[config.mk]
export PLATFORM = sky130hd
export DESIGN_NAME = access_cycle_timer
export DESIGN_NICKNAME = d
export VERILOG_FILES = /design/src/rtl/acc_timer_pkg.sv /design/src/rtl/acc_cost_lookup.sv /design/src/rtl/acc_clock_accum.sv /design/src/rtl/video_catchup.sv /design/src/rtl/access_cycle_timer.sv
export SDC_FILE = /design/constraint.sdc
export NUM_CORES = 1
export LEC_CHECK = 0
export BUFFER_PORTS_ARGS = -buffer_cell sky130_fd_sc_hd__buf_2
export CAP_MARGIN = 20
export CORE_AREA = 4 4 147 149
export CTS_CLUSTER_SIZE = 40
export DETAILED_ROUTE_END_ITERATION = 7
export DIE_AREA = 0 0 151 153
export PLACE_DENSITY_LB_ADDON = 0.25
export SETUP_SLACK_MARGIN = 0.1
export SYNTH_ARGS = -nofsm -noshare
export SYNTH_HDL_FRONTEND = slang
export SYNTH_SLANG_ARGS = --single-unit
export TNS_END_PERCENT = 1
[constraint.sdc]
create_clock -name clk -period 6.5 [get_ports clk]
set_clock_uncertainty 0.15 [all_clocks]
set_input_delay 1.3 -clock clk [delete_from_list [all_inputs] [get_ports clk]]
set_output_delay 1.3 -clock clk [all_outputs]
set_load 0.01 [all_outputs]
[src/rtl/acc_timer_pkg.sv]
package acc_timer_pkg;

    typedef enum logic [1:0] {
        RGN_FAST  = 2'd0,
        RGN_SLOW  = 2'd1,
        RGN_XSLOW = 2'd2,
        RGN_ROM   = 2'd3
    } region_e;

    localparam logic [7:0] SLOW_BANK_LO  = 8'h40;
    localparam logic [7:0] SLOW_BANK_HI  = 8'h7F;
    localparam logic [7:0] ROM_BANK_LO   = 8'hCF;
    localparam logic [7:0] XSLOW_PAGE_LO = 8'h40;
    localparam logic [7:0] XSLOW_PAGE_HI = 8'h41;
    localparam logic [7:0] SLOW_PAGE_LO  = 8'h60;
    localparam logic [7:0] SLOW_PAGE_HI  = 8'h7F;
    localparam logic [7:0] ROM_PAGE_LO   = 8'h80;

endpackage

[src/rtl/acc_cost_lookup.sv]
module acc_cost_lookup
    import acc_timer_pkg::*;
#(
    parameter int COST_W     = 4,
    parameter int COST_FAST  = 6,
    parameter int COST_SLOW  = 8,
    parameter int COST_XSLOW = 12,
    parameter int COST_DMA   = 4
) (
    input  logic [7:0]        bank_i,
    input  logic [7:0]        page_i,
    input  logic              dma_i,
    input  logic              fast_i,
    output logic [COST_W-1:0] cost_o
);

    region_e region;

    always_comb begin
        if (bank_i >= SLOW_BANK_LO && bank_i <= SLOW_BANK_HI) begin
            region = RGN_SLOW;
        end else if (bank_i >= ROM_BANK_LO) begin
            region = RGN_ROM;
        end else if (page_i >= XSLOW_PAGE_LO && page_i <= XSLOW_PAGE_HI) begin
            region = RGN_XSLOW;
        end else if (page_i >= SLOW_PAGE_LO && page_i <= SLOW_PAGE_HI) begin
            region = RGN_SLOW;
        end else if (page_i >= ROM_PAGE_LO) begin
            region = RGN_ROM;
        end else begin
            region = RGN_FAST;
        end
    end

    always_comb begin
        if (dma_i) begin
            cost_o = COST_W'(COST_DMA);
        end else begin
            unique case (region)
                RGN_FAST:  cost_o = COST_W'(COST_FAST);
                RGN_SLOW:  cost_o = COST_W'(COST_SLOW);
                RGN_XSLOW: cost_o = COST_W'(COST_XSLOW);
                RGN_ROM:   cost_o = fast_i ? COST_W'(COST_FAST) : COST_W'(COST_SLOW);
                default:   cost_o = COST_W'(COST_SLOW);
            endcase
        end
    end

endmodule

[src/rtl/acc_clock_accum.sv]
module acc_clock_accum #(
    parameter int COST_W = 4,
    parameter int MCLK_W = 64
) (
    input  logic              clk,
    input  logic              rst_n,
    input  logic              valid_i,
    input  logic [COST_W-1:0] cost_i,
    output logic [COST_W-1:0] cost_o,
    output logic [MCLK_W-1:0] mclk_o
);

    localparam int PAD_W = MCLK_W - COST_W;

    typedef struct packed {
        logic [MCLK_W-1:0] mclk;
        logic [COST_W-1:0] cost;
    } accum_t;

    accum_t st_d, st_q;

    always_comb begin
        st_d = st_q;
        if (valid_i) begin
            st_d.cost = cost_i;
            st_d.mclk = st_q.mclk + {{PAD_W{1'b0}}, cost_i};
        end
    end

    always_ff @(posedge clk) begin
        if (!rst_n) begin
            st_q <= '0;
        end else begin
            st_q <= st_d;
        end
    end

    assign cost_o = st_q.cost;
    assign mclk_o = st_q.mclk;

endmodule

[src/rtl/video_catchup.sv]
module video_catchup #(
    parameter int MCLK_W   = 64,
    parameter int TICK_DIV = 4
) (
    input  logic              clk,
    input  logic              rst_n,
    input  logic [MCLK_W-1:0] mclk_i,
    output logic              tick_o,
    output logic              busy_o
);

    localparam logic [MCLK_W-1:0] LAG  = MCLK_W'(TICK_DIV - 1);
    localparam logic [MCLK_W-1:0] STEP = MCLK_W'(TICK_DIV);

    typedef struct packed {
        logic [MCLK_W-1:0] sent;
        logic              tick;
    } catch_t;

    catch_t st_d, st_q;
    logic   behind;

    always_comb begin
        behind    = (st_q.sent + LAG) < mclk_i;
        st_d      = st_q;
        st_d.tick = behind;
        if (behind) begin
            st_d.sent = st_q.sent + STEP;
        end
    end

    always_ff @(posedge clk) begin
        if (!rst_n) begin
            st_q <= '0;
        end else begin
            st_q <= st_d;
        end
    end

    assign tick_o = st_q.tick;
    assign busy_o = behind;

endmodule

[src/rtl/access_cycle_timer.sv]
module access_cycle_timer #(
    parameter int COST_W     = 4,
    parameter int MCLK_W     = 64,
    parameter int TICK_DIV   = 4,
    parameter int COST_FAST  = 6,
    parameter int COST_SLOW  = 8,
    parameter int COST_XSLOW = 12,
    parameter int COST_DMA   = 4
) (
    input  logic              clk,
    input  logic              rst_n,
    input  logic              acc_valid,
    input  logic [23:0]       acc_addr,
    input  logic              acc_dma,
    input  logic              fast_rom_en,
    output logic [COST_W-1:0] acc_cost,
    output logic [MCLK_W-1:0] master_clk,
    output logic              video_tick,
    output logic              catchup_busy
);

    logic [COST_W-1:0] cost_now;
    logic              unused_offset_low;

    assign unused_offset_low = ^acc_addr[7:0];

    acc_cost_lookup #(
        .COST_W    (COST_W),
        .COST_FAST (COST_FAST),
        .COST_SLOW (COST_SLOW),
        .COST_XSLOW(COST_XSLOW),
        .COST_DMA  (COST_DMA)
    ) lookup_i (
        .bank_i(acc_addr[23:16]),
        .page_i(acc_addr[15:8]),
        .dma_i (acc_dma),
        .fast_i(fast_rom_en),
        .cost_o(cost_now)
    );

    acc_clock_accum #(
        .COST_W(COST_W),
        .MCLK_W(MCLK_W)
    ) accum_i (
        .clk    (clk),
        .rst_n  (rst_n),
        .valid_i(acc_valid),
        .cost_i (cost_now),
        .cost_o (acc_cost),
        .mclk_o (master_clk)
    );

    video_catchup #(
        .MCLK_W  (MCLK_W),
        .TICK_DIV(TICK_DIV)
    ) catchup_i (
        .clk   (clk),
        .rst_n (rst_n),
        .mclk_i(master_clk),
        .tick_o(video_tick),
        .busy_o(catchup_busy)
    );

endmodule

==> flow_summary.toml, run 1 <==
[status]
status = "complete, no violations"

[yosys]
yosys_warnings = 0
synth_area_leader_cell = "dfxtp_1"
synth.most_common_cell = "dfxtp_1"
synth_top_area_share = 0.323
synth-async-reset-ratio = 0
synth_edf_count = 0
synth_seq_cells = 129
yosys-top-cells-count = "dfxtp_1, a21oi_1, inv_1"
synth_cells = 971
syn_area_sq_um = 7990
synth.avg_cell_area_sq_um = 8.23
synthDistinctLibCells = 58
synth_ff_type = "dfxtp_1"
ys_top_cells_by_area = "dfxtp_1, ha_1, a21oi_1, xnor2_1, o31ai_1"
yosysSeqAreaShare = 0.323

[cells_and_area]
finalNonFillerCells = 1312
n_antenna_cell = 0
drive_gt1_frac = 0.135
nets = 1124
synthToLayoutAreaGrowth_pct = 15.0
n_fill_cell = 2034

[sta]
hold_viol = 0
period_minus_slack_ns = 5.05
finalSetupViolCount = 0
finalSetupTns_ns = 0
maxSlewHeadroom = 0.268
fin_crit_sh = 0.776
tightest_slew_ns = 1.10
maxSlewViolCount = 0
grt_setup_unrepaired = "false"
max_freq_mhz = 198

[placement]
gp_congestion = 0.771
place_hpwl_microns = 13600
place_inst = 1280
port_buffers = 87

[pwr]
ir_worst_vdd_mv = 0.201
p_per_area_nw_per_um2 = 225
p_leak_nw = 3.39

[detailed_routing]
dr.pass1.iters = 7
drt_iter0_markers = 444
postRouteAntennaNets = 0
wl_microns = 20000
post_drt_via_cell_ratio = 5.49
wire_per_inst_microns = 15.2
vias = 7197
drc = 0

[clock_network]
cts_hold_buf = 0
clk_latency_ns = 0.43
htree_num_levels = 4
post-cts-setup-buffer-count = 0
cts_resized = 0
cts_buffer_depth = 2
cts_inserted_buffers = 17
clkSinkCount = 129
clk_pin_slew_ns = 0.06
cts_tree = "built"
cts-root-buf = "clkbuf_16"

[global_route]
grt_usage = 0.174
grt_pass1_vias = 6542
antenna_found_initial = 0
grt_max_degree = 123
grt_pass1_wl_microns = 33100
globalRouteOverflowTotal = 0

[floorplan]
core.rowCount = 52
die_w_microns = 151
coreArea_sq_um = 20200
start_util = 0.396
chipHeight_microns = 153
io_pins = 99
die-area_sq_um = 23100

[setup_path]
cp.arrival_ns = 5.18
worstSetupPathType = "input port to register"
critPathMaxFanout = 15
cp-end-kind = "register"
cp_cell_sequence = "buf_2 -> nand4_1 -> a21boi_0 -> a221o_1 -> mux2_2 -> nor3_1 -> ha_1 -> inv_1 -> fa_1 -> nor2b_1 -> o2111ai_1 -> nor4_4 -> buf_4 -> nand3_2 -> nor4_1 -> xnor2_1 -> nor2_1"
crit_required_ns = 6.64
crit_slowest_cell = "nor4_1"
slowest_delay_ns = 0.46
start_kind = "input port"

[job]
max-cap-violations = 0

[worst_hold_path]
hp-class = "register to register"
==> cells in the final DEF, fill, tap and decap left out, types with 44 or more instances in the layout <==
cell type,n
dfxtp_1,129
a21oi_1,91
buf_2,87
inv_1,70
nor2_1,69
ha_1,65
o31ai_1,55
or4_1,55
nand2_1,53
xnor2_1,51
nand4_1,44
==> stage by stage <==
stage	area [sq um]	total power, W	utilization	hold WS (ns)	worst slack (ns)
floorplan	7990	0.00106	-	0.296	1.59
global placement	8570	0.00109	0.425	0.312	1.08
detailed placement	8570	0.00109	0.425	0.321	0.987
CTS	9180	0.00209	0.455	0.330	1.43
global route	9180	0.00216	0.455	0.359	1.10
finish	9180	0.00207	0.455	0.331	1.45
==> power breakdown <==
| part | leakage (nW) | internal [W] | switching, W |
|---|---|---|---|
| Combinational | 2.05 | 0.0000590 | 0.000196 |
| Sequential | 1.04 | 0.000803 | 0.0000146 |
| Clock | 0.304 | 0.000647 | 0.000352 |
| Total | 3.39 | 0.00151 | 0.000562 |
==> logic make-up (layout without fill, tap and decap cells) <==
| logic type | count (synthesis) | in the layout | synth area share |
|---|---|---|---|
| compound gates | 198 | 198 | 0.154 |
| xor+xnor | 51 | 51 | 0.0559 |
| fa+ha+maj | 66 | 66 | 0.104 |
| buf+inv | 128 | 198 | 0.0689 |
| flops | 129 | 129 | 0.323 |
| mux | 8 | 8 | 0.0102 |
| other cells | 1 | 2 | 0.000469 |
| simple gates | 390 | 390 | 0.282 |
==> sequential cells by signal (all words and copies together), names as in the netlist <==
register / cells
accum_i.mclk_o: 63
catchup_i.st_q: 62
accum_i.cost_o: 3
catchup_i.tick_o: 1
==> worst paths after layout <==
path                                            to  cells past startpoint  slack, ns               start
worst max-delay path            accum_i.mclk_o[59]                     17       1.45        acc_addr[17]
worst min register to register  catchup_i.st_q[64]                      2       0.33  catchup_i.st_q[64]
worst min-delay path            catchup_i.st_q[64]                      2       0.33  catchup_i.st_q[64]
worst max register to register   catchup_i.st_q[9]                      9       2.76  accum_i.mclk_o[61]
==> layer usage <==
layer / global-route usage / wire (microns) / vias up / share of wire
met4: 0.0488 / 327 / 0 / 0.016
met1: 0.249 / 10100 / 3352 / 0.51
met2: 0.263 / 8750 / 113 / 0.44
li1: - / - / 3709 / -
met3: 0.0385 / 761 / 23 / 0.038
met5: 0 / 0 / - / 0
==> layout make-up <==
type | count | area (sq um) | share of cell area
well taps | 270 | 338 | 0.0368
multi-input cells | 715 | 4880 | 0.532
flip-flops and latches | 129 | 2580 | 0.281
clock buffers | 29 | 551 | 0.0599
inverters | 71 | 268 | 0.0292
clock inverters | 3 | 65.1 | 0.00708
repair buffers | 95 | 495 | 0.0540
==> worst max-delay path: cells and delay by family <==
kind	cells	cell delay, ns
simple gates	7	1.59
xor+xnor	1	0.17
compound gates	3	0.80
buf+inv	3	0.35
mux	1	0.35
fa+ha+maj	2	0.63
No activity file was read; power rests on OpenSTA's default activity.
==> run 2, diff against run 1 <==
clock period = 4.8 ns   (was 6.5 ns; I/O delays follow)
==> flow_summary.toml, run 2 (synthesis gave the netlist of run 1 again) <==
[status]
status = "complete, no violations"

[cells_and_area]
n_antenna_cell = 0
fin_util = 0.460
largest_reg_flops = 63
final_common_cell = "dfxtp_1"
nets = 1132
synthToLayoutAreaGrowth_pct = 16.2
drive_gt1_frac = 0.145
layout_common_cells = "dfxtp_1, a21oi_1, buf_2, inv_1, nor2_1"
n_fill_cell = 2008
final_area_sq_um = 9280

[sta]
finalSetupTns_ns = 0
max_freq_mhz = 234
period_minus_slack_ns = 4.27
maxSlewViolCount = 0
grt_setup_unrepaired = "false"
hold_viol = 0
maxSlewHeadroom = 0.459
finalSetupViolCount = 0
tightest_slew_ns = 0.791
fin_crit_sh = 0.891

[setup_path]
cp-endpoint = "accum_i.mclk_o[59]"
critPathMaxFanout = 15
worstReg2RegEnd = "catchup_i.st_q[39]"
cp-end-kind = "register"
cp.arrival_ns = 4.42
reg2reg_from = "accum_i.mclk_o[53]"
start_kind = "input port"
slowest_delay_ns = 0.38
reg2reg_setup_slack_ns = 1.25
cp_cell_sequence = "buf_2 -> nor4b_1 -> a221o_1 -> mux2_2 -> nor3_1 -> ha_1 -> inv_1 -> fa_1 -> nor2b_1 -> o2111ai_1 -> buf_4 -> nor4_4 -> nand3_2 -> buf_12 -> nor4_1 -> xnor2_1 -> nor2_1"
worstSetupPathType = "input port to register"
crit_slowest_cell = "fa_1"
crit_required_ns = 4.95
r2r_cells = 11
critPathLaunch = "acc_addr[9]"

[global_route]
busiest_layer = "met2"
grt_usage = 0.176
grt_util_met3 = 0.0379
grt_max_degree = 71
met1_usage = 0.245
antenna_found_initial = 0
grt_pass1_vias = 6691
grt_pass1_wl_microns = 33700
met2_usage = 0.273
globalRouteOverflowTotal = 0

[job]
max-cap-violations = 0

[floorplan]
die_w_microns = 151
io_pins = 99
start_util = 0.396
die-area_sq_um = 23100
chipHeight_microns = 153
core.rowCount = 52
coreArea_sq_um = 20200

[detailed_routing]
dr.pass1.iters = 5
drt_iter0_markers = 450
drc = 0
wl_microns = 19900
postRouteAntennaNets = 0
vias = 7308
post_drt_via_cell_ratio = 5.54
wire_per_inst_microns = 15.1

[clock_network]
cts_inserted_buffers = 17
cts_hold_buf = 0
clk_latency_ns = 0.42
cts_resized = 0
clkSinkCount = 129
cts-root-buf = "clkbuf_16"
htree_num_levels = 4
cts_tree = "built"
cts_buffer_depth = 2
clk_pin_slew_ns = 0.06
post-cts-setup-buffer-count = 0

[pwr]
total_power_w = 0.00287
p_leak_nw = 3.44
p_per_area_nw_per_um2 = 310
ir_worst_vdd_mv = 0.314

[placement]
place_hpwl_microns = 13900
port_buffers = 87
gp_congestion = 0.780
dpl-instance-area_sq_um = 8640

[worst_hold_path]
min_path_cells = 2
hp-class = "register to register"
[run 2: cell types whose count changed in the layout (fill, tap and decap cells not counted), sizes merged]
cell and delta:
clkinv +3, clkbuf -7, clkinvlp +2, buf +8, bufinv +2
[run 2: worst min path at each step]
| stage | slack [ns] | from | endpoint |
|---|---|---|---|
| 6_report | 0.33 | catchup_i.st_q[64] | catchup_i.st_q[64] |
| 5_1_grt | 0.37 | catchup_i.st_q[53] | catchup_i.st_q[53] |
| 4_1_cts | 0.33 | catchup_i.st_q[64] | catchup_i.st_q[64] |
| 3_5_place_dp | 0.33 | catchup_i.st_q[64] | catchup_i.st_q[64] |
| 3_3_place_gp | 0.31 | catchup_i.st_q[64] | catchup_i.st_q[64] |
| 2_1_floorplan | 0.30 | catchup_i.st_q[64] | catchup_i.st_q[64] |
[run 2: final cells by class]
cell class / instances / area (sq um) / share of cell area
Clock buffer: 22 / 484 / 0.0522
Clock inverter: 10 / 155 / 0.0167
Inverter: 71 / 268 / 0.0289
Multi-Input combinational cell: 715 / 4880 / 0.526
Sequential cell: 129 / 2580 / 0.278
Tap cell: 270 / 338 / 0.0364
Timing Repair Buffer: 103 / 568 / 0.0612
[run 2: routing by layer]
layer  part of all wire  routed length [microns]
met2               0.45                     8870
met3              0.039                      772
met1               0.50                     9970
met5                  0                        0
met4              0.015                      308
[run 2: where the power goes]
group | leakage [nW] | internal [W] | switching (W) | total, W
clock | 0.312 | 0.000920 | 0.000490 | 0.00141
sequential | 1.04 | 0.00109 | 0.0000181 | 0.00110
combinational | 2.09 | 0.0000898 | 0.000268 | 0.000358
total | 3.44 | 0.00210 | 0.000776 | 0.00287
[run 2: stage by stage]
| stage | worst slack [ns] | hold WS (ns) | cells |
|---|---|---|---|
| 6_report | 0.525 | 0.331 | 1320 |
| 3_5_place_dp | 0.0690 | 0.325 | 1288 |
| 2_1_floorplan | 0.232 | 0.296 | 972 |
| 4_1_cts | 0.529 | 0.334 | 1320 |
| 3_3_place_gp | 0.101 | 0.314 | 1288 |
| 5_1_grt | 0.200 | 0.369 | 1320 |
[run 2: worst max-delay path, delay by kind of cell]
| kind | cells | cell delay (ns) |
|---|---|---|
| compound gates | 2 | 0.34 |
| xor+xnor | 1 | 0.16 |
| fa+ha+maj | 2 | 0.61 |
| buf+inv | 4 | 0.51 |
| mux | 1 | 0.34 |
| simple gates | 7 | 1.51 |
==> run 3, diff against run 2 <==
CORE_AREA = 4 4 169 171   (was 4 4 147 149)
DIE_AREA = 0 0 173 175   (was 0 0 151 153)
==> flow_summary.toml, run 3 (synthesis gave the netlist of run 1 again) <==
[global_route]
busiest_layer = "met2"
globalRouteOverflowTotal = 0
met1_usage = 0.193
met2_usage = 0.223
antenna_found_initial = 0
grt_max_degree = 123
grt_util_met3 = 0.0305
grt_usage = 0.139
grt_pass1_wl_microns = 35400
grt_pass1_vias = 6734

[pwr]
ir_worst_vdd_mv = 0.185
p_leak_nw = 3.41
swShare = 0.283
p_per_area_nw_per_um2 = 295
p_int_w = 0.00197
power_frac_clock = 0.464
total_power_w = 0.00274
pwr-share-seq = 0.403
p_sw_w = 0.000776
combPwrFrac = 0.133

[detailed_routing]
drc = 0
drt_iter0_markers = 467
postRouteAntennaNets = 0
wl_microns = 21300
wire_per_inst_microns = 15.4
dr.pass1.iters = 5
vias = 7262
post_drt_via_cell_ratio = 5.24

[sta]
finalSetupViolCount = 0
fin_hold_ws_ns = 0.326
tightest_slew_ns = 0.929
period_minus_slack_ns = 4.44
maxSlewHeadroom = 0.381
max_freq_mhz = 225
maxSlewViolCount = 0
hold_viol = 0
grt_setup_unrepaired = "false"
fin_crit_sh = 0.926

[floorplan]
coreArea_sq_um = 26900
core.rowCount = 60
start_util = 0.297
chipHeight_microns = 175
die-area_sq_um = 30300
io_pins = 99
die_w_microns = 173

[clock_network]
clk_pin_slew_ns = 0.05
clk_latency_ns = 0.42
htree_num_levels = 4
cts_hold_buf = 0
cts-root-buf = "clkbuf_16"
cts_inserted_buffers = 17
cts_tree = "built"
cts_buffer_depth = 2
clkSinkCount = 129

[cells_and_area]
seq_area_sq_um = 2580
layout_common_cells = "dfxtp_1, a21oi_1, buf_2, inv_1, nor2_1"
multi_input_area_sq_um = 4900
n_antenna_cell = 0
synthToLayoutAreaGrowth_pct = 16.5
nets = 1131
n_fill_cell = 2835
largest_reg_flops = 63
final_common_cell = "dfxtp_1"
drive_gt1_frac = 0.142

[setup_path]
slowest_delay_ns = 0.45
critPathMaxFanout = 13
worstSetupPathType = "input port to register"
crit_required_ns = 4.92
path_delay_family = "simple AND/OR/NAND/NOR gates"
cp-end-kind = "register"
cp.arrival_ns = 4.56
start_kind = "input port"
cp_cell_sequence = "buf_2 -> nor4b_1 -> a221o_1 -> mux2_2 -> nor3_2 -> ha_1 -> inv_1 -> fa_1 -> nor2b_1 -> o2111ai_2 -> nor4_4 -> nand3_2 -> buf_12 -> buf_4 -> nor3_1 -> xnor2_1 -> nor2_1"
cp_num_buf_inv = 4
crit_slowest_cell = "nor4_4"

[status]
status = "complete, no violations"

[worst_hold_path]
hp-class = "register to register"

[job]
max-cap-violations = 0

[placement]
gp_congestion = 0.765
port_buffers = 87
place_hpwl_microns = 14800
[run 3: layer usage]
metal	routed length [microns]	vias up
li1	-	3726
met1	10500	3407
met2	9740	119
met3	936	10
met4	125	0
met5	0	-
[run 3: path summary, 6_finish.rpt]
| kind | from | endpoint | slack (ns) | cells after the start |
|---|---|---|---|---|
| setup reg to reg | accum_i.mclk_o[55] | catchup_i.st_q[43] | 1.40 | 10 |
| setup / recovery | acc_addr[9] | accum_i.mclk_o[43] | 0.36 | 17 |
| hold reg to reg | catchup_i.st_q[64] | catchup_i.st_q[64] | 0.33 | 2 |
| hold / removal | catchup_i.st_q[64] | catchup_i.st_q[64] | 0.33 | 2 |
[run 3: worst register-to-register path, delay by kind of cell, from the launching register on]
family / cells / cell delay (ns)
compound gates: 5 / 1.21
simple gates: 1 / 0.55
buf+inv: 3 / 0.66
flops: 1 / 0.42
fa+ha+maj: 1 / 0.32
[run 3: per-stage QoR]
step / instance area (sq um) / setup slack (ns) / utilization / instances / TNS, ns
2_1_floorplan: 7990 / 0.232 / - / 972 / 0
3_3_place_gp: 8710 / -0.0553 / 0.324 / 1357 / -0.194
3_5_place_dp: 8710 / -0.0995 / 0.324 / 1357 / -0.444
4_1_cts: 9270 / 0.330 / 0.345 / 1386 / 0
5_1_grt: 9310 / 0.129 / 0.346 / 1387 / 0
6_report: 9310 / 0.357 / 0.346 / 1387 / 0
[run 3: timing repair]
action,CTS,global route
setup buffers,0,0
gates resized for setup,0,2
setup endpoints to repair,0,1
[run 3: power groups by stage]
stage	registers [W]	clock network [W]	logic, W
3_3_place_gp	0.00113	0	0.000355
2_1_floorplan	0.00113	0	0.000308
3_5_place_dp	0.00113	0	0.000363
5_1_grt	0.00111	0.00135	0.000408
6_report	0.00111	0.00127	0.000364
4_1_cts	0.00111	0.00131	0.000364
[run 3: cell type report]
type	count	area share
sequential	129	0.278
clock inverter	7	0.00914
timing repair buffer	102	0.0616
clock buffer	22	0.0510
multi-input combinational	715	0.526
tap	341	0.0459
inverter	71	0.0288
